### src/rtl/rtc_pkg.sv
package rtc_pkg;
  localparam int DAY_W  = 16;
  localparam int HR_W   = 5;
  localparam int MIN_W  = 6;
  localparam int SEC_W  = 6;
  localparam int DATA_W = 16;
  localparam int ADDR_W = 6;
  localparam int SAMP_N = 8;

  localparam logic [ADDR_W-1:0] OFS_HRMIN  = 6'h00;
  localparam logic [ADDR_W-1:0] OFS_SEC    = 6'h04;
  localparam logic [ADDR_W-1:0] OFS_AHRMIN = 6'h08;
  localparam logic [ADDR_W-1:0] OFS_ASEC   = 6'h0C;
  localparam logic [ADDR_W-1:0] OFS_CTRL   = 6'h10;
  localparam logic [ADDR_W-1:0] OFS_STAT   = 6'h14;
  localparam logic [ADDR_W-1:0] OFS_IEN    = 6'h18;
  localparam logic [ADDR_W-1:0] OFS_DAY    = 6'h20;
  localparam logic [ADDR_W-1:0] OFS_ADAY   = 6'h24;

  localparam int BIT_SW    = 0;
  localparam int BIT_ALM   = 2;
  localparam int BIT_1HZ   = 4;
  localparam int BIT_2HZ   = 7;
  localparam int BIT_SAMP0 = 8;
  localparam int CTRL_RUN  = 7;

  localparam int HR_LSB = 8;

  localparam logic [DATA_W-1:0] STAT_IMPL =
      (16'hFF << BIT_SAMP0) | (16'h1 << BIT_2HZ) | (16'h1 << BIT_1HZ) |
      (16'h1 << BIT_ALM) | (16'h1 << BIT_SW);

  typedef struct packed {
    logic [DAY_W-1:0] day;
    logic [HR_W-1:0]  hr;
    logic [MIN_W-1:0] mn;
    logic [SEC_W-1:0] sc;
  } rtc_time_t;
endpackage

### src/rtl/rtc_time_cnt.sv
module rtc_time_cnt
  import rtc_pkg::*;
(
  input  logic              clk_i,
  input  logic              rst_ni,
  input  logic              adv_i,
  input  logic              ld_hm_i,
  input  logic              ld_sec_i,
  input  logic              ld_day_i,
  input  logic [DATA_W-1:0] wdata_i,
  output rtc_time_t         now_o,
  output rtc_time_t         nxt_o,
  output logic              step_o
);
  localparam logic [SEC_W-1:0] SEC_LAST = SEC_W'(59);
  localparam logic [MIN_W-1:0] MIN_LAST = MIN_W'(59);
  localparam logic [HR_W-1:0]  HR_LAST  = HR_W'(23);

  rtc_time_t cur_q, nxt;
  logic      any_ld;

  always_comb begin
    nxt = cur_q;
    if (cur_q.sc >= SEC_LAST) begin
      nxt.sc = '0;
      if (cur_q.mn >= MIN_LAST) begin
        nxt.mn = '0;
        if (cur_q.hr >= HR_LAST) begin
          nxt.hr  = '0;
          nxt.day = cur_q.day + DAY_W'(1);
        end else begin
          nxt.hr = cur_q.hr + HR_W'(1);
        end
      end else begin
        nxt.mn = cur_q.mn + MIN_W'(1);
      end
    end else begin
      nxt.sc = cur_q.sc + SEC_W'(1);
    end
  end

  assign any_ld = ld_hm_i | ld_sec_i | ld_day_i;
  assign step_o = adv_i & ~any_ld;

  always_ff @(posedge clk_i) begin
    if (!rst_ni) begin
      cur_q <= '0;
    end else if (any_ld) begin
      if (ld_hm_i) begin
        cur_q.hr <= wdata_i[HR_LSB +: HR_W];
        cur_q.mn <= wdata_i[0 +: MIN_W];
      end
      if (ld_sec_i) cur_q.sc  <= wdata_i[0 +: SEC_W];
      if (ld_day_i) cur_q.day <= wdata_i[0 +: DAY_W];
    end else if (step_o) begin
      cur_q <= nxt;
    end
  end

  assign now_o = cur_q;
  assign nxt_o = nxt;

  AST_SEC_WRAP: assert property (@(posedge clk_i) disable iff (!rst_ni)
    (step_o && cur_q.sc == SEC_LAST) |=> (cur_q.sc == '0));
  AST_DAY_WRAP: assert property (@(posedge clk_i) disable iff (!rst_ni)
    (step_o && cur_q.sc == SEC_LAST && cur_q.mn == MIN_LAST &&
     cur_q.hr == HR_LAST && (&cur_q.day)) |=> (cur_q.day == '0));
  AST_LOAD_WINS: assert property (@(posedge clk_i) disable iff (!rst_ni)
    ld_sec_i |=> (cur_q.sc == $past(wdata_i[0 +: SEC_W])));
  AST_HOLD_IDLE: assert property (@(posedge clk_i) disable iff (!rst_ni)
    (!adv_i && !any_ld) |=> $stable(cur_q));
endmodule

### src/rtl/rtc_alarm_cmp.sv
module rtc_alarm_cmp
  import rtc_pkg::*;
(
  input  logic              clk_i,
  input  logic              rst_ni,
  input  logic              ld_hm_i,
  input  logic              ld_sec_i,
  input  logic              ld_day_i,
  input  logic [DATA_W-1:0] wdata_i,
  input  logic              step_i,
  input  rtc_time_t         nxt_i,
  output rtc_time_t         alm_o,
  output logic              hit_o
);
  rtc_time_t alm_q;

  always_ff @(posedge clk_i) begin
    if (!rst_ni) begin
      alm_q <= '0;
    end else begin
      if (ld_hm_i) begin
        alm_q.hr <= wdata_i[HR_LSB +: HR_W];
        alm_q.mn <= wdata_i[0 +: MIN_W];
      end
      if (ld_sec_i) alm_q.sc  <= wdata_i[0 +: SEC_W];
      if (ld_day_i) alm_q.day <= wdata_i[0 +: DAY_W];
    end
  end

  assign hit_o = step_i && (nxt_i == alm_q);
  assign alm_o = alm_q;
endmodule

### src/rtl/rtc_irq_ctrl.sv
module rtc_irq_ctrl
  import rtc_pkg::*;
(
  input  logic              clk_i,
  input  logic              rst_ni,
  input  logic [DATA_W-1:0] set_i,
  input  logic              clr_en_i,
  input  logic              ien_wr_i,
  input  logic [DATA_W-1:0] wdata_i,
  output logic [DATA_W-1:0] stat_o,
  output logic [DATA_W-1:0] ien_o,
  output logic              irq_o
);
  logic [DATA_W-1:0] stat_q, ien_q, clr_mask;

  assign clr_mask = clr_en_i ? wdata_i : '0;

  always_ff @(posedge clk_i) begin
    if (!rst_ni) begin
      stat_q <= '0;
      ien_q  <= '0;
    end else begin
      stat_q <= (stat_q & ~clr_mask) | (set_i & STAT_IMPL);
      if (ien_wr_i) ien_q <= wdata_i;
    end
  end

  assign stat_o = stat_q;
  assign ien_o  = ien_q;
  assign irq_o  = |(stat_q & ien_q);

  AST_W1C: assert property (@(posedge clk_i) disable iff (!rst_ni)
    clr_en_i |=> ((stat_q & $past(wdata_i & ~set_i)) == '0));
  AST_SET_WINS: assert property (@(posedge clk_i) disable iff (!rst_ni)
    (set_i != '0) |=> ((stat_q & $past(set_i)) == $past(set_i)));
  AST_NO_SPURIOUS: assert property (@(posedge clk_i) disable iff (!rst_ni)
    (!clr_en_i && set_i == '0) |=> $stable(stat_q));
endmodule

### src/rtl/rtc_core.sv
module rtc_core
  import rtc_pkg::*;
(
  input  logic              clk_i,
  input  logic              rst_ni,
  input  logic              tick_1hz_i,
  input  logic              tick_2hz_i,
  input  logic [SAMP_N-1:0] tick_samp_i,
  input  logic [ADDR_W-1:0] reg_addr_i,
  input  logic              reg_we_i,
  input  logic [DATA_W-1:0] reg_wdata_i,
  output logic [DATA_W-1:0] reg_rdata_o,
  output logic              irq_o
);
  rtc_time_t         now, nxt, alm;
  logic              step, hit;
  logic [DATA_W-1:0] ctrl_q, stat, ien, set_vec;
  logic              run;

  logic we_hm, we_sec, we_day, we_ahm, we_asec, we_aday, we_ctrl, we_stat, we_ien;
  assign we_hm   = reg_we_i && reg_addr_i == OFS_HRMIN;
  assign we_sec  = reg_we_i && reg_addr_i == OFS_SEC;
  assign we_day  = reg_we_i && reg_addr_i == OFS_DAY;
  assign we_ahm  = reg_we_i && reg_addr_i == OFS_AHRMIN;
  assign we_asec = reg_we_i && reg_addr_i == OFS_ASEC;
  assign we_aday = reg_we_i && reg_addr_i == OFS_ADAY;
  assign we_ctrl = reg_we_i && reg_addr_i == OFS_CTRL;
  assign we_stat = reg_we_i && reg_addr_i == OFS_STAT;
  assign we_ien  = reg_we_i && reg_addr_i == OFS_IEN;

  always_ff @(posedge clk_i) begin
    if (!rst_ni)      ctrl_q <= '0;
    else if (we_ctrl) ctrl_q <= reg_wdata_i;
  end
  assign run = ctrl_q[CTRL_RUN];

  rtc_time_cnt u_time (
    .clk_i(clk_i), .rst_ni(rst_ni), .adv_i(tick_1hz_i & run),
    .ld_hm_i(we_hm), .ld_sec_i(we_sec), .ld_day_i(we_day),
    .wdata_i(reg_wdata_i), .now_o(now), .nxt_o(nxt), .step_o(step)
  );

  rtc_alarm_cmp u_alarm (
    .clk_i(clk_i), .rst_ni(rst_ni),
    .ld_hm_i(we_ahm), .ld_sec_i(we_asec), .ld_day_i(we_aday),
    .wdata_i(reg_wdata_i), .step_i(step), .nxt_i(nxt),
    .alm_o(alm), .hit_o(hit)
  );

  assign set_vec[BIT_SW]        = 1'b0;
  assign set_vec[1]             = 1'b0;
  assign set_vec[BIT_ALM]       = hit;
  assign set_vec[3]             = 1'b0;
  assign set_vec[BIT_1HZ]       = tick_1hz_i;
  assign set_vec[6:5]           = 2'b00;
  assign set_vec[BIT_2HZ]       = tick_2hz_i;
  for (genvar g = 0; g < SAMP_N; g++) begin : g_samp
    assign set_vec[BIT_SAMP0 + g] = tick_samp_i[g];
  end

  rtc_irq_ctrl u_irq (
    .clk_i(clk_i), .rst_ni(rst_ni), .set_i(set_vec),
    .clr_en_i(we_stat), .ien_wr_i(we_ien), .wdata_i(reg_wdata_i),
    .stat_o(stat), .ien_o(ien), .irq_o(irq_o)
  );

  always_comb begin
    reg_rdata_o = '0;
    unique case (reg_addr_i)
      OFS_HRMIN:  reg_rdata_o = {(DATA_W-HR_LSB)'(now.hr), HR_LSB'(now.mn)};
      OFS_SEC:    reg_rdata_o = DATA_W'(now.sc);
      OFS_DAY:    reg_rdata_o = DATA_W'(now.day);
      OFS_AHRMIN: reg_rdata_o = {(DATA_W-HR_LSB)'(alm.hr), HR_LSB'(alm.mn)};
      OFS_ASEC:   reg_rdata_o = DATA_W'(alm.sc);
      OFS_ADAY:   reg_rdata_o = DATA_W'(alm.day);
      OFS_CTRL:   reg_rdata_o = ctrl_q;
      OFS_STAT:   reg_rdata_o = stat;
      OFS_IEN:    reg_rdata_o = ien;
      default:    reg_rdata_o = '0;
    endcase
  end

  AST_ALARM_FLAG: assert property (@(posedge clk_i) disable iff (!rst_ni)
    hit |=> stat[BIT_ALM]);
  AST_NO_ALARM_HELD: assert property (@(posedge clk_i) disable iff (!rst_ni)
    (!run && !stat[BIT_ALM] && !we_stat) |=> !stat[BIT_ALM]);
endmodule

### config.mk
export PLATFORM = sky130hd
export DESIGN_NAME = rtc_core
export DESIGN_NICKNAME = d
export VERILOG_FILES = /design/src/rtl/rtc_pkg.sv /design/src/rtl/rtc_time_cnt.sv /design/src/rtl/rtc_alarm_cmp.sv /design/src/rtl/rtc_irq_ctrl.sv /design/src/rtl/rtc_core.sv
export SDC_FILE = /design/constraint.sdc
export NUM_CORES = 1
export LEC_CHECK = 0
export BUFFER_PORTS_ARGS = -buffer_cell sky130_fd_sc_hd__buf_2
export CAP_MARGIN = 20
export CORE_MARGIN = 5
export CORE_UTILIZATION = 50
export CTS_CLUSTER_SIZE = 10
export DETAILED_ROUTE_END_ITERATION = 8
export PLACE_DENSITY = 0.68
export SYNTH_ARGS = -nofsm -noshare
export SYNTH_HDL_FRONTEND = slang
export SYNTH_SLANG_ARGS = --single-unit
### constraint.sdc
create_clock -name clk_i -period 2.8 [get_ports clk_i]
set_input_delay 0.28 -clock clk_i [delete_from_list [all_inputs] [get_ports clk_i]]
set_output_delay 0.28 -clock clk_i [all_outputs]
set_load 0.05 [all_outputs]
==> Word-level counts from Yosys, hierarchy flattened <==
Cells that the tools add are included.
{ "word_totals": {"ff_bits": 114, "wordCells": 68} }
{ "op_classes": {"n_addsub": 4, "n_lt_le_gt_ge": 3, "n_eq_ne": 12, "muxes": 13, "n_bitwise": 9, "n_reduce_logical": 16} }
{ "ops": {"columns": ["op", "n"], "rows": [
  ["$pmux W16 S9", 1],
  ["$mux W33", 2],
  ["$mux W16", 3],
  ["$eq A33 B33 Y1", 1],
  ["$and A16 B16 Y16", 2],
  ["$mux W27", 1],
  ["$mux W21", 1],
  ["$eq A6 B5 Y1 const B", 3],
  ["$mux W6", 3],
  ["$add A16 B1 Y16 const B", 1],
  ["$not A16 Y16", 1],
  ["$or A16 B16 Y16", 1],
  ["$reduce_or A16 Y1", 1],
  ["$add A6 B1 Y6 const B", 2],
  ["$eq A6 B4 Y1 const B", 2],
  ["$eq A6 B6 Y1 const B", 2],
  ["$ge A6 B6 Y1 const B", 2],
  ["$mux W11", 1],
  ["$logic_and A1 B1 Y1", 10],
  ["$eq A6 B3 Y1 const B", 1],
  ["$logic_not A6 Y1", 1],
  ["$ne A2 B1 Y1 const B", 3],
  ["$reduce_and A2 Y1", 3],
  ["$add A5 B1 Y5 const B", 1],
  ["6 further kinds", 8]
]} }

==> Longest topological paths before layout <==
Gate-level depths: netlist of the first run.
{ "logic_depth": {"depth_word": 8, "depth_mapped": 11, "mapped_depth_nobuf": 9} }

==> Cells and area by module <==
Synthesis of the first run repeated with hierarchy kept, for this count alone.
{ "unflattened": {"hier_cells": 825, "hier_area_um2": 6981.7} }
{ "modules_own_cells": {"columns": ["module", "instances", "cells_per_inst", "area_each_um2", "seq_area_each_um2"], "rows": [
  ["rtc_time_cnt", 1, 347, 2596.2, 660.6],
  ["rtc_alarm_cmp", 1, 151, 1599.0, 660.6],
  ["rtc_core", 1, 203, 1515.2, 320.3],
  ["rtc_irq_ctrl", 1, 124, 1271.2, 640.6]
]} }

==> Least setup slack after synthesis of the first run <==
OpenSTA, ideal clock, no wires.
{ "synth_path": {"path_type": "register to register", "from": "reg u_time.cur_q (netlist bit u_time.now_o[6])", "to": "reg u_irq.stat_q[2] (netlist: u_irq.stat_o[2])", "setup_time_ns": 0.069, "arrival_time_ns": 2.334, "path_slack_ns": 0.397, "stages_incl_launch_ff": 10, "path_buffers": 0, "path_cell_list": "dfxtp_1 ha_1 o2111a_2 nand4_4 or3_2 xnor2_1 nor4_1 and3_1 nand4_1 o21ai_1"} }
{ "synth_via": {"elab_chain_len": 6, "word_cells_on_any_way": 8, "cone_classes": "add/sub: 1; order compare: 1; eq/ne: 1; mux: 3; bitwise: 1; reduce/logical: 1"} }
{ "synth_lines": {"columns": ["item", "line", "rtl"], "rows": [
  ["start, declared", "rtc_time_cnt.sv:19", "rtc_time_t cur_q, nxt;"],
  ["start signal, assigned", "rtc_time_cnt.sv:56", "cur_q <= nxt;"],
  ["$add A6 B1 Y6 or $ge A6 B6 Y1 (tied branches)", "rtc_time_cnt.sv:35, rtc_time_cnt.sv:26", null],
  ["$mux W6 or $mux W21 (tied branches)", "rtc_time_cnt.sv:26", "if (cur_q.mn >= MIN_LAST) begin"],
  ["$mux W27 *", "rtc_time_cnt.sv:24", "if (cur_q.sc >= SEC_LAST) begin"],
  ["$eq A33 B33 Y1 *", "rtc_alarm_cmp.sv:30", "assign hit_o = step_i && (nxt_i == alm_q);"],
  ["$logic_and A1 B1 Y1 *", "rtc_alarm_cmp.sv:30", null],
  ["$or A16 B16 Y16 *", "rtc_irq_ctrl.sv:23", "stat_q <= (stat_q & ~clr_mask) | (set_i & STAT_IMPL);"],
  ["end signal, assigned", "rtc_irq_ctrl.sv:23", null],
  ["end, declared", "rtc_irq_ctrl.sv:14", "logic [DATA_W-1:0] stat_q, ien_q, clr_mask;"]
]} }
Every way passes the cells marked *; elsewhere a longest branch is shown, timed or not.
A chain may end at the register's enable or synchronous reset.

==> Worst setup path after layout of the first run <==
{ "layout_path": {"from": "reg u_time.cur_q (netlist bit u_time.now_o[7])", "to": "reg u_irq.stat_q[2] (netlist: u_irq.stat_o[2])"} }
The elaborated chain is that of the path after synthesis.

==> impl_metrics.csv, run 1 <==
group,metric,value,unit
drt,drtIter0Drc,948,
placement,portBuffers,51,
worst_hold_path,hp-class,"in -> reg",
logic_synthesis,syn_nets,959,
drt,wl,22.65,mm
finish,nNetsFinal,985,
clock_tree,holdBufCountCts,0,
clock_tree,cts_max_path_buffers,2,
critical_path,cp_slowest_stage_delay,0.46,ns
sta,finalCriticalPeriod,2.547,ns
floorplanning,io_pins,52,
clock_tree,cts.clk_slew.worst_paths,0.06,ns
logic_synthesis,ys_warn_count,0,
sta,fin_crit_sh,90.95,%
finish,drive_gt1_share,14.91,%
clock_tree,insertion_delay,0.43,ns
sta,relSlewSlack,36.78,%
logic_synthesis,yosys.area.top_type,"dfxtp_1",
global_route,grt_util_all_layers,27.99,%
drt,ant_nets,0,
critical_path,end_kind,"flip-flop",
logic_synthesis,ys_ff_latch,114,
global_route,antenna_found_initial,0,
sta,tightest_slew,0.9484,ns
critical_path,crit_arrival,2.90,ns
sta,rsz0062_at_grt,"false",
drt,firstDrtPassIters,5,
critical_path,cp_cell_sequence,"ha_4 > o2111a_2 > nand4_4 > buf_4 > nor2_4 > nand3_1 > xnor2_1 > a2111oi_2 > nand3_1 > o21ai_1",
critical_path,crit_family,"compound AO/OA/AOI/OAI gates",
sta,fmax,0.3927,GHz
sta,finalMaxSlewViolations,0,
logic_synthesis,synth_cell_type_count,71,
sta,fin_skew,0.01650,ns
clock_tree,cts_root_buf,"clkbuf_16",
logic_synthesis,synth-edff-count,0,
global_route,grt_overflow_total,0,
finish,finalInstanceArea,7775,sq um
power_and_ir_drop,p_leak,2.863,nW
floorplanning,rows,42,
flow_run,max-cap-violations,0,
sta,hold_viol,0,
floorplanning,start_util,51.13,%
floorplanning,die_h,126.4,um
global_route,grt_pass1_wl,35.43,mm
finish,nFillCells,1278,
logic_synthesis,ys_async_sr_fraction,0,%
critical_path,cp_common_cell,"nand3_1",
clock_tree,cts_buffers,17,
logic_synthesis,synthFlopType,"dfxtp_1",
status,outcome,"finished clean",
critical_path,crit_slowest_cell,"dfxtp_1",
logic_synthesis,yosysTopAreaCellShare,33.70,%
critical_path,required,3.16,ns
drt,vias,6980,
finish,syn_to_final_growth,14.82,%
drt,viasPerCell,6.150,
power_and_ir_drop,peakVddDrop,0.0004820,V
floorplanning,fp.dieW,126.4,um
critical_path,path_max_fanout,12,
clock_tree,cts.sinks,114,
clock_tree,cts_setup_buffers,0,
logic_synthesis,synth_area_leaders,"dfxtp_1 (34%), nand2_1 (12%), a21oi_1 (8.4%)",
floorplanning,coreArea,13240,sq um
drt,wl_per_cell,19.95,um
clock_tree,cts_tree,"built",
global_route,grt_pass1_vias,6399,
critical_path,startpoint_type,"flip-flop",
critical_path,critPathBufInv,1,
global_route,grt_max_degree,105,
sta,setup-tns-final,0,ns
drt,drc,0,
power_and_ir_drop,p_per_area,512.3,nW/um^2
placement,place.gp.congestion,0.9154,
logic_synthesis,syn-cell-area,6771,sq um
logic_synthesis,syn_inst,920,
placement,placed_area,7149,sq um
finish,n_antenna_cell,0,
clock_tree,ctsHtreeMaxLevel,4,
logic_synthesis,seq_area_frac_synth,33.70,%
sta,setup_violations,0,
floorplanning,dieArea,15970,sq um
critical_path,path_class,"reg -> reg",
logic_synthesis,syn_area_per_cell,7.360,sq um
placement,dp_hpwl,15.68,mm
[path summary, 6_finish.rpt]
path	depth (start not counted)	start	end	slack (ns)
worst max-delay path	10	u_time.now_o[7]	u_irq.stat_o[2]	0.25
worst min-delay path	3	tick_2hz_i	u_irq.stat_o[7]	0.06
worst max register to register	10	u_time.now_o[7]	u_irq.stat_o[2]	0.25
worst min register to register	2	u_irq.stat_o[5]	u_irq.stat_o[5]	0.45
[synthesized netlist by cell type, types with 3 or more instances]
cell,number
a22o_1,4
xor2_1,15
buf_2,23
o31ai_1,10
nor3_2,4
a21oi_1,113
a221oi_1,5
and3_1,9
a2bb2oi_1,3
o21ai_0,41
nor4_1,7
mux2i_1,26
a31oi_1,4
nor3_1,8
a21o_1,6
xnor2_1,22
mux4_2,5
nand4_1,11
clkbuf_1,43
o22ai_1,5
inv_1,7
nand3_1,27
nor2_1,75
a311oi_1,6
o311ai_0,3
dfxtp_1,114
nand2_1,225
a22oi_1,35
buf_4,4
ha_1,4
o21a_1,3
[cells in the final DEF, fill, tap and decap left out, types with 6 or more instances in the layout]
cell type | synthesis | layout
nand4_1 | 11 | 11
nor4_1 | 7 | 7
and3_1 | 9 | 9
a21oi_1 | 113 | 113
mux2i_1 | 26 | 26
nand3_1 | 27 | 27
buf_2 | 23 | 51
a311oi_1 | 6 | 6
nor2_1 | 75 | 73
o21ai_0 | 41 | 41
buf_4 | 4 | 29
a21o_1 | 6 | 6
nor3_1 | 8 | 7
nand2_1 | 225 | 225
xnor2_1 | 22 | 22
inv_1 | 7 | 7
clkbuf_16 | 0 | 17
dfxtp_1 | 114 | 114
xor2_1 | 15 | 15
a22oi_1 | 35 | 35
o31ai_1 | 10 | 10
[power breakdown]
group / internal (W) / total [W] / switching [W]
logic: 0.0000664 / 0.000212 / 0.000145
clock network: 0.00129 / 0.00212 / 0.000825
registers: 0.00164 / 0.00165 / 0.0000153
total: 0.00300 / 0.00398 / 0.000986
[logic make-up after synthesis]
logic type               share of synthesized area, %
adder cells (fa/ha/maj)                        0.7391
buffers and inverters                           5.506
AO/OA/AOI/OAI                                   23.80
AND/OR/NAND/NOR                                 25.57
XOR/XNOR                                        4.786
flip-flops                                      33.70
multiplexers                                    5.894
[layer usage]
metal  GRT usage, %  wire (um)  vias to the layer above
met3          5.507       1761                       57
met5              0          0                        -
met4          11.74        694                        0
met1          38.08       9774                     3247
li1               -          -                     3320
met2          43.49      10420                      356
[final cells by class]
class | instances | area [sq um] | share of cell area, %
Clock buffer | 21 | 470.5 | 6.051
Clock inverter | 11 | 103.9 | 1.336
Inverter | 8 | 31.28 | 0.4023
Multi-Input combinational cell | 723 | 4146 | 53.33
Sequential cell | 114 | 2282 | 29.35
Tap cell | 176 | 220.2 | 2.832
Timing Repair Buffer | 82 | 520.5 | 6.695
[flip-flops by register name, indices dropped and copies added (netlist names)]
register       cells
u_alarm.alm_o     33
ctrl_q            16
u_time.now_o      33
u_irq.stat_o      16
u_irq.ien_o       16
[per-stage QoR]
step | std cells | setup WS (ns) | utilization, % | hold WS [ns] | power [W]
floorplan | 920 | 0.3971 | - | 0.3670 | 0.001796
global placement | 1102 | 0.3306 | 53.99 | 0.4382 | 0.001890
detailed placement | 1102 | 0.2267 | 53.99 | 0.4446 | 0.001889
CTS | 1134 | 0.1870 | 58.32 | 0.04998 | 0.003985
global route | 1135 | 0.01070 | 58.71 | 0.06741 | 0.004084
finish | 1135 | 0.2534 | 58.71 | 0.05558 | 0.003983
[what timing repair did]
item,4_1_cts,5_1_grt
resized for setup,0,6
setup endpoints to repair,0,1
endpoints found under the hold margin,0,0
[worst reg2reg max path, delay by kind of cell (launching register included)]
family	cells	cell delay, ns
XOR/XNOR	1	0.18
AND/OR/NAND/NOR	4	0.62
adder cells (fa/ha/maj)	1	0.21
buffers and inverters	1	0.22
flip-flops	1	0.46
AO/OA/AOI/OAI	3	0.78
Note: power is estimated with default switching activity, not from simulation.
==> run 2: changes to the inputs <==
--- a/config.mk
+++ b/config.mk
@@ -9,6 +9,7 @@
 export CAP_MARGIN = 20
 export CORE_MARGIN = 5
 export CORE_UTILIZATION = 50
+export CTS_BUF_LIST = sky130_fd_sc_hd__clkbuf_16
 export CTS_CLUSTER_SIZE = 10
 export DETAILED_ROUTE_END_ITERATION = 8
 export PLACE_DENSITY = 0.68
==> run 2 against run 1 <==
Die area did not move. Via count rose by 0.20%. Utilization fell by 0.43 points. Final cell count barely moved. Worst setup slack got worse by 0.018 ns. Global-route usage fell by 0.082 points. Sequential share of layout area rose by 0.22 points. Largest power group unchanged. Highest routed layer unchanged.
==> impl_metrics.csv, run 2 (same netlist as run 1, synthesis figures left out) <==
group,metric,value,unit
sta,fin_skew,0.007053,ns
power_and_ir_drop,p_per_area,503.6,nW/um^2
critical_path,reg2reg_from,"u_time.now_o[1]",
power_and_ir_drop,p_leak,2.837,nW
finish,final_common_cell,"nand2_1",
sta,fin_crit_sh,91.59,%
critical_path,cp_slowest_stage_delay,0.52,ns
status,outcome,"finished clean",
floorplanning,io_pins,52,
finish,n_antenna_cell,0,
clock_tree,cts_max_path_buffers,2,
drt,ant_nets,0,
global_route,grt_pass1_vias,6401,
clock_tree,cts_buffers,17,
global_route,grt_pass1_wl,35.36,mm
sta,worst_slack,0.2355,ns
worst_hold_path,worstHoldStart,"tick_2hz_i",
critical_path,startpoint_type,"flip-flop",
sta,finalMaxSlewViolations,0,
finish,nFillCells,1280,
critical_path,crit_slowest_cell,"o2111ai_1",
clock_tree,cts.sinks,114,
critical_path,critPathBufInv,1,
drt,wl,22.48,mm
worst_hold_path,hold_path_end,"u_irq.stat_o[7]",
drt,wl_per_cell,19.82,um
floorplanning,coreArea,13240,sq um
critical_path,required,3.15,ns
finish,multi_input_area,4146,sq um
drt,vias,6994,
drt,firstDrtPassIters,5,
floorplanning,die_h,126.4,um
sta,finalCriticalPeriod,2.565,ns
clock_tree,cts_root_buf,"clkbuf_16",
finish,nNetsFinal,984,
clock_tree,cts_tree,"built",
sta,fmax,0.3899,GHz
floorplanning,fp.dieW,126.4,um
finish,drive_gt1_share,14.51,%
placement,place.gp.congestion,0.9154,
floorplanning,start_util,51.13,%
critical_path,cp_cell_sequence,"ha_1 > o2111ai_1 > buf_4 > a211oi_1 > o21ai_0 > xor2_1 > nor4_1 > and3_1 > nand4_1 > o21ai_1",
floorplanning,dieArea,15970,sq um
sta,rsz0062_at_grt,"false",
critical_path,end_kind,"flip-flop",
power_and_ir_drop,peakVddDrop,0.0004561,V
drt,viasPerCell,6.168,
placement,placed_area,7149,sq um
global_route,grt_max_degree,105,
clock_tree,ctsHtreeMaxLevel,4,
global_route,antenna_found_initial,0,
critical_path,crit_family,"compound AO/OA/AOI/OAI gates",
critical_path,ff2ff_path_depth,10,
global_route,grt_overflow_total,0,
critical_path,path_max_fanout,6,
worst_hold_path,min_path_cells,3,
placement,portBuffers,51,
critical_path,r2r_setup_slack,0.24,ns
global_route,grt_util_all_layers,27.90,%
placement,dp_hpwl,15.68,mm
clock_tree,insertion_delay,0.42,ns
finish,layout_common_cells,"nand2_1 (225), dfxtp_1 (114), a21oi_1 (113)",
critical_path,r2r-end,"u_irq.stat_o[2]",
flow_run,max-cap-violations,0,
sta,relSlewSlack,24.24,%
finish,syn_to_final_growth,13.97,%
critical_path,crit_arrival,2.92,ns
placement,pre_cts_ws,0.2267,ns
finish,final-seq-area,2282,sq um
finish,finalInstanceArea,7717,sq um
sta,setup-tns-final,0,ns
critical_path,path_class,"reg -> reg",
floorplanning,rows,42,
worst_hold_path,hp-class,"in -> reg",
critical_path,crit_start,"u_time.now_o[1]",
drt,drc,0,
clock_tree,cts.clk_slew.worst_paths,0.06,ns
drt,drtIter0Drc,902,
sta,setup_violations,0,
sta,tightest_slew,1.136,ns
sta,hold_viol,0,
run 2: cell count changes in the layout (fill, tap and decap cells not counted), sizes merged:
cell,delta
clkbuf,-4
clkinv,+3
buf,-1
inv,+1
run 2: routing by layer:
layer / share of wire (%) / wire length, um / GRT usage (%)
met3: 7.8 / 1756 / 4.876
met5: 0 / 0 / 0
met1: 43 / 9553 / 38.05
met4: 3.7 / 822 / 12.43
met2: 46 / 10340 / 43.37
run 2: worst min-delay path, cell delays in order:
cell and delay [ns]:
buf_2 0.07, a21oi_1 0.03, nor2_1 0.06
run 2: repair_timing:
item	in CTS	in global routing
buffers inserted	0	0
resized for setup	0	6
hold buffers	0	0
setup endpoints to repair	0	1
run 2: power by group:
group / internal, W / leakage [nW] / switching (W)
clock network: 0.00121 / 0.267 / 0.000820
logic: 0.0000626 / 1.65 / 0.000144
registers: 0.00164 / 0.921 / 0.0000151
run 2: how the worst max path moves through the flow:
stage	slack (ns)	end	cells past startpoint
2_1_floorplan	0.40	u_irq.stat_o[2]	9
3_3_place_gp	0.33	u_irq.stat_o[2]	9
3_5_place_dp	0.23	u_irq.stat_o[2]	10
4_1_cts	0.19	u_irq.stat_o[2]	10
5_1_grt	0.01	u_irq.stat_o[2]	9
6_report	0.24	u_irq.stat_o[2]	10
run 2: cell type report:
class | count | share of cell area [%]
Clock inverter | 15 | 1.540
Timing Repair Buffer | 81 | 6.388
Sequential cell | 114 | 29.57
Clock buffer | 17 | 5.512
Inverter | 8 | 0.4053
Multi-Input combinational cell | 723 | 53.73
Tap cell | 176 | 2.853
run 2: metrics by stage:
| stage | total power (W) | utilization [%] | hold WS [ns] | std cells |
|---|---|---|---|---|
| after floorplan | 0.001796 | - | 0.3670 | 920 |
| after global placement | 0.001890 | 53.99 | 0.4382 | 1102 |
| after detailed placement | 0.001889 | 53.99 | 0.4446 | 1102 |
| after CTS | 0.003893 | 58.10 | 0.05305 | 1134 |
| after global routing | 0.003986 | 58.28 | 0.07248 | 1134 |
| final | 0.003887 | 58.28 | 0.05825 | 1134 |
==> run 3: changes to the inputs <==
--- a/config.mk
+++ b/config.mk
@@ -8,11 +8,11 @@
 export BUFFER_PORTS_ARGS = -buffer_cell sky130_fd_sc_hd__buf_2
 export CAP_MARGIN = 20
 export CORE_MARGIN = 5
-export CORE_UTILIZATION = 50
+export CORE_UTILIZATION = 60
 export CTS_BUF_LIST = sky130_fd_sc_hd__clkbuf_16
 export CTS_CLUSTER_SIZE = 10
 export DETAILED_ROUTE_END_ITERATION = 8
-export PLACE_DENSITY = 0.68
+export PLACE_DENSITY = 0.8
 export SYNTH_ARGS = -nofsm -noshare
 export SYNTH_HDL_FRONTEND = slang
 export SYNTH_SLANG_ARGS = --single-unit
==> run 3 against run 2 <==
Power fell by 1.5%. Critical path depth down 1. Sequential share of layout area is 0.21 points higher. Worst setup slack gained 0.034 ns. Non-clock buffer count is 2 higher. Wire length is 3.8% higher. Clock power is 3% lower. Sequential power hardly changed. Die area shrank 15%. Sequential cell count unchanged. Cell area is 0.65% lower. Largest power group unchanged. Highest routed layer unchanged.
==> impl_metrics.csv, run 3 (same netlist as run 1, synthesis figures left out) <==
group,metric,value,unit
global_route,grt_pass1_wl,37.18,mm
power_and_ir_drop,peakVddDrop,0.0005589,V
clock_tree,cts.clk_slew.worst_paths,0.06,ns
sta,finalCriticalPeriod,2.530,ns
sta,hold-worst-slack,0.06247,ns
global_route,grt_pass1_vias,6974,
clock_tree,cts_tree,"built",
placement,dp_hpwl,16.56,mm
power_and_ir_drop,seqPwrFrac,43.2,%
clock_tree,cts_root_buf,"clkbuf_16",
worst_hold_path,hp-class,"in -> reg",
drt,wl,23.33,mm
global_route,grt_overflow_total,0,
sta,fin_skew,0.01031,ns
floorplanning,io_pins,52,
placement,place.gp.congestion,0.9857,
drt,firstDrtPassIters,6,
finish,final_common_cell,"nand2_1",
sta,finalMaxSlewViolations,0,
power_and_ir_drop,pwr-share-clk,51.5,%
clock_tree,ctsHtreeMaxLevel,4,
clock_tree,insertion_delay,0.42,ns
sta,fin_crit_sh,90.36,%
critical_path,path_class,"reg -> reg",
floorplanning,coreArea,10940,sq um
critical_path,crit_slowest_cell,"or3_2",
sta,setup_violations,0,
global_route,grt_util_all_layers,35.80,%
power_and_ir_drop,sw_frac_of_total,26.05,%
drt,vias,7345,
flow_run,max-cap-violations,0,
power_and_ir_drop,p_leak,2.844,nW
critical_path,required,3.15,ns
clock_tree,cts_max_path_buffers,2,
global_route,grt_max_degree,105,
sta,relSlewSlack,25.14,%
sta,setup-tns-final,0,ns
clock_tree,cts_setup_buffers,0,
clock_tree,cts_buffers,17,
floorplanning,die_h,116.2,um
power_and_ir_drop,p_per_area,499.3,nW/um^2
drt,drtIter0Drc,1248,
power_and_ir_drop,netSwitchingPower,0.0009972,W
finish,drive_gt1_share,15.00,%
finish,nNetsFinal,986,
power_and_ir_drop,pwr-share-comb,5.4,%
floorplanning,dieArea,13510,sq um
placement,placed_area,7118,sq um
critical_path,startpoint_type,"flip-flop",
floorplanning,start_util,61.92,%
critical_path,end_kind,"flip-flop",
sta,tightest_slew,1.123,ns
global_route,antenna_found_initial,0,
finish,layout_common_cells,"nand2_1 (225), a21oi_1 (113), dfxtp_1 (113)",
placement,portBuffers,51,
clock_tree,holdBufCountCts,0,
floorplanning,fp.dieW,116.2,um
power_and_ir_drop,cellInternalPower,0.002831,W
critical_path,path_max_fanout,6,
critical_path,r2r_setup_slack,0.27,ns
finish,finalInstanceArea,7667,sq um
sta,hold_viol,0,
sta,fmax,0.3952,GHz
critical_path,cp_cell_sequence,"ha_2 > a21o_1 > nand4_4 > or3_2 > xnor2_1 > nor4_2 > and3_1 > nand4_1 > o21ai_1",
drt,ant_nets,0,
critical_path,cp_slowest_stage_delay,0.56,ns
drt,drc,0,
critical_path,crit_arrival,2.88,ns
drt,wl_per_cell,21.21,um
drt,viasPerCell,6.677,
clock_tree,cts.sinks,114,
finish,syn_to_final_growth,13.23,%
finish,nFillCells,922,
floorplanning,rows,38,
status,outcome,"finished clean",
sta,rsz0062_at_grt,"false",
finish,n_antenna_cell,0,
## run 3: cell types whose count changed in the layout (fill, tap and decap cells not counted), sizes merged
cell / change
clkinvlp: +1
bufinv: -1
clkinv: -3
inv: +3
buf: +2
## run 3: timing repair
action | CTS | global route
endpoints found under the hold margin | 0 | 0
endpoints found under the setup margin | 0 | 1
resized for setup | 0 | 4
## run 3: path summary, 6_finish.rpt
kind | from | to | cells after the start
worst max-delay path | u_time.now_o[13] | u_irq.stat_o[2] | 9
worst min-delay path | tick_2hz_i | u_irq.stat_o[7] | 3
worst max register to register | u_time.now_o[13] | u_irq.stat_o[2] | 9
worst min register to register | ctrl_q[11] | ctrl_q[11] | 2
## run 3: final cells by class
| cell class | count | area, sq um | share of cell area [%] |
|---|---|---|---|
| inverter | 8 | 30.03 | 0.3916 |
| multi-input combinational | 723 | 4138 | 53.97 |
| clock buffer | 17 | 425.4 | 5.548 |
| clock inverter | 15 | 107.6 | 1.403 |
| timing repair buffer | 83 | 508.0 | 6.625 |
| sequential | 114 | 2283 | 29.78 |
| tap | 140 | 175.2 | 2.285 |
## run 3: worst max-delay path: cells and delay by family, from the launching register on
| kind | cells | cell delay (ns) |
|---|---|---|
| adders and majority gates | 1 | 0.29 |
| AOI/OAI and AO/OA | 2 | 0.34 |
| DFF | 1 | 0.43 |
| and+or+nand+nor | 5 | 1.25 |
| xor gates and xnor gates | 1 | 0.16 |
## run 3: metal layers
metal	vias up	track usage [%]	part of all wire, %
li1	3317	-	-
met1	3436	45.61	38
met2	483	57.09	46
met3	109	9.171	11
met4	0	16.32	4.9
met5	-	0	0
## run 3: power by group through the flow
| stage | clock network (W) | logic (W) | registers, W |
|---|---|---|---|
| 3_3_place_gp | 0 | 0.000193 | 0.00169 |
| 5_1_grt | 0.00208 | 0.000219 | 0.00165 |
| 3_5_place_dp | 0 | 0.000198 | 0.00169 |
| 6_report | 0.00197 | 0.000206 | 0.00165 |
| 4_1_cts | 0.00197 | 0.000199 | 0.00165 |
| 2_1_floorplan | 0 | 0.000114 | 0.00168 |
## run 3: per-stage QoR
stage                     setup WS [ns]  utilization (%)  cells  total power [W]
after floorplan                  0.3971                -    920         0.001796
after global placement           0.2279            65.09   1068         0.001880
after detailed placement         0.1942            65.09   1068         0.001885
after CTS                        0.1800            69.97   1100         0.003820
after global routing            0.03229            70.11   1100         0.003951
final                            0.2699            70.11   1100         0.003828
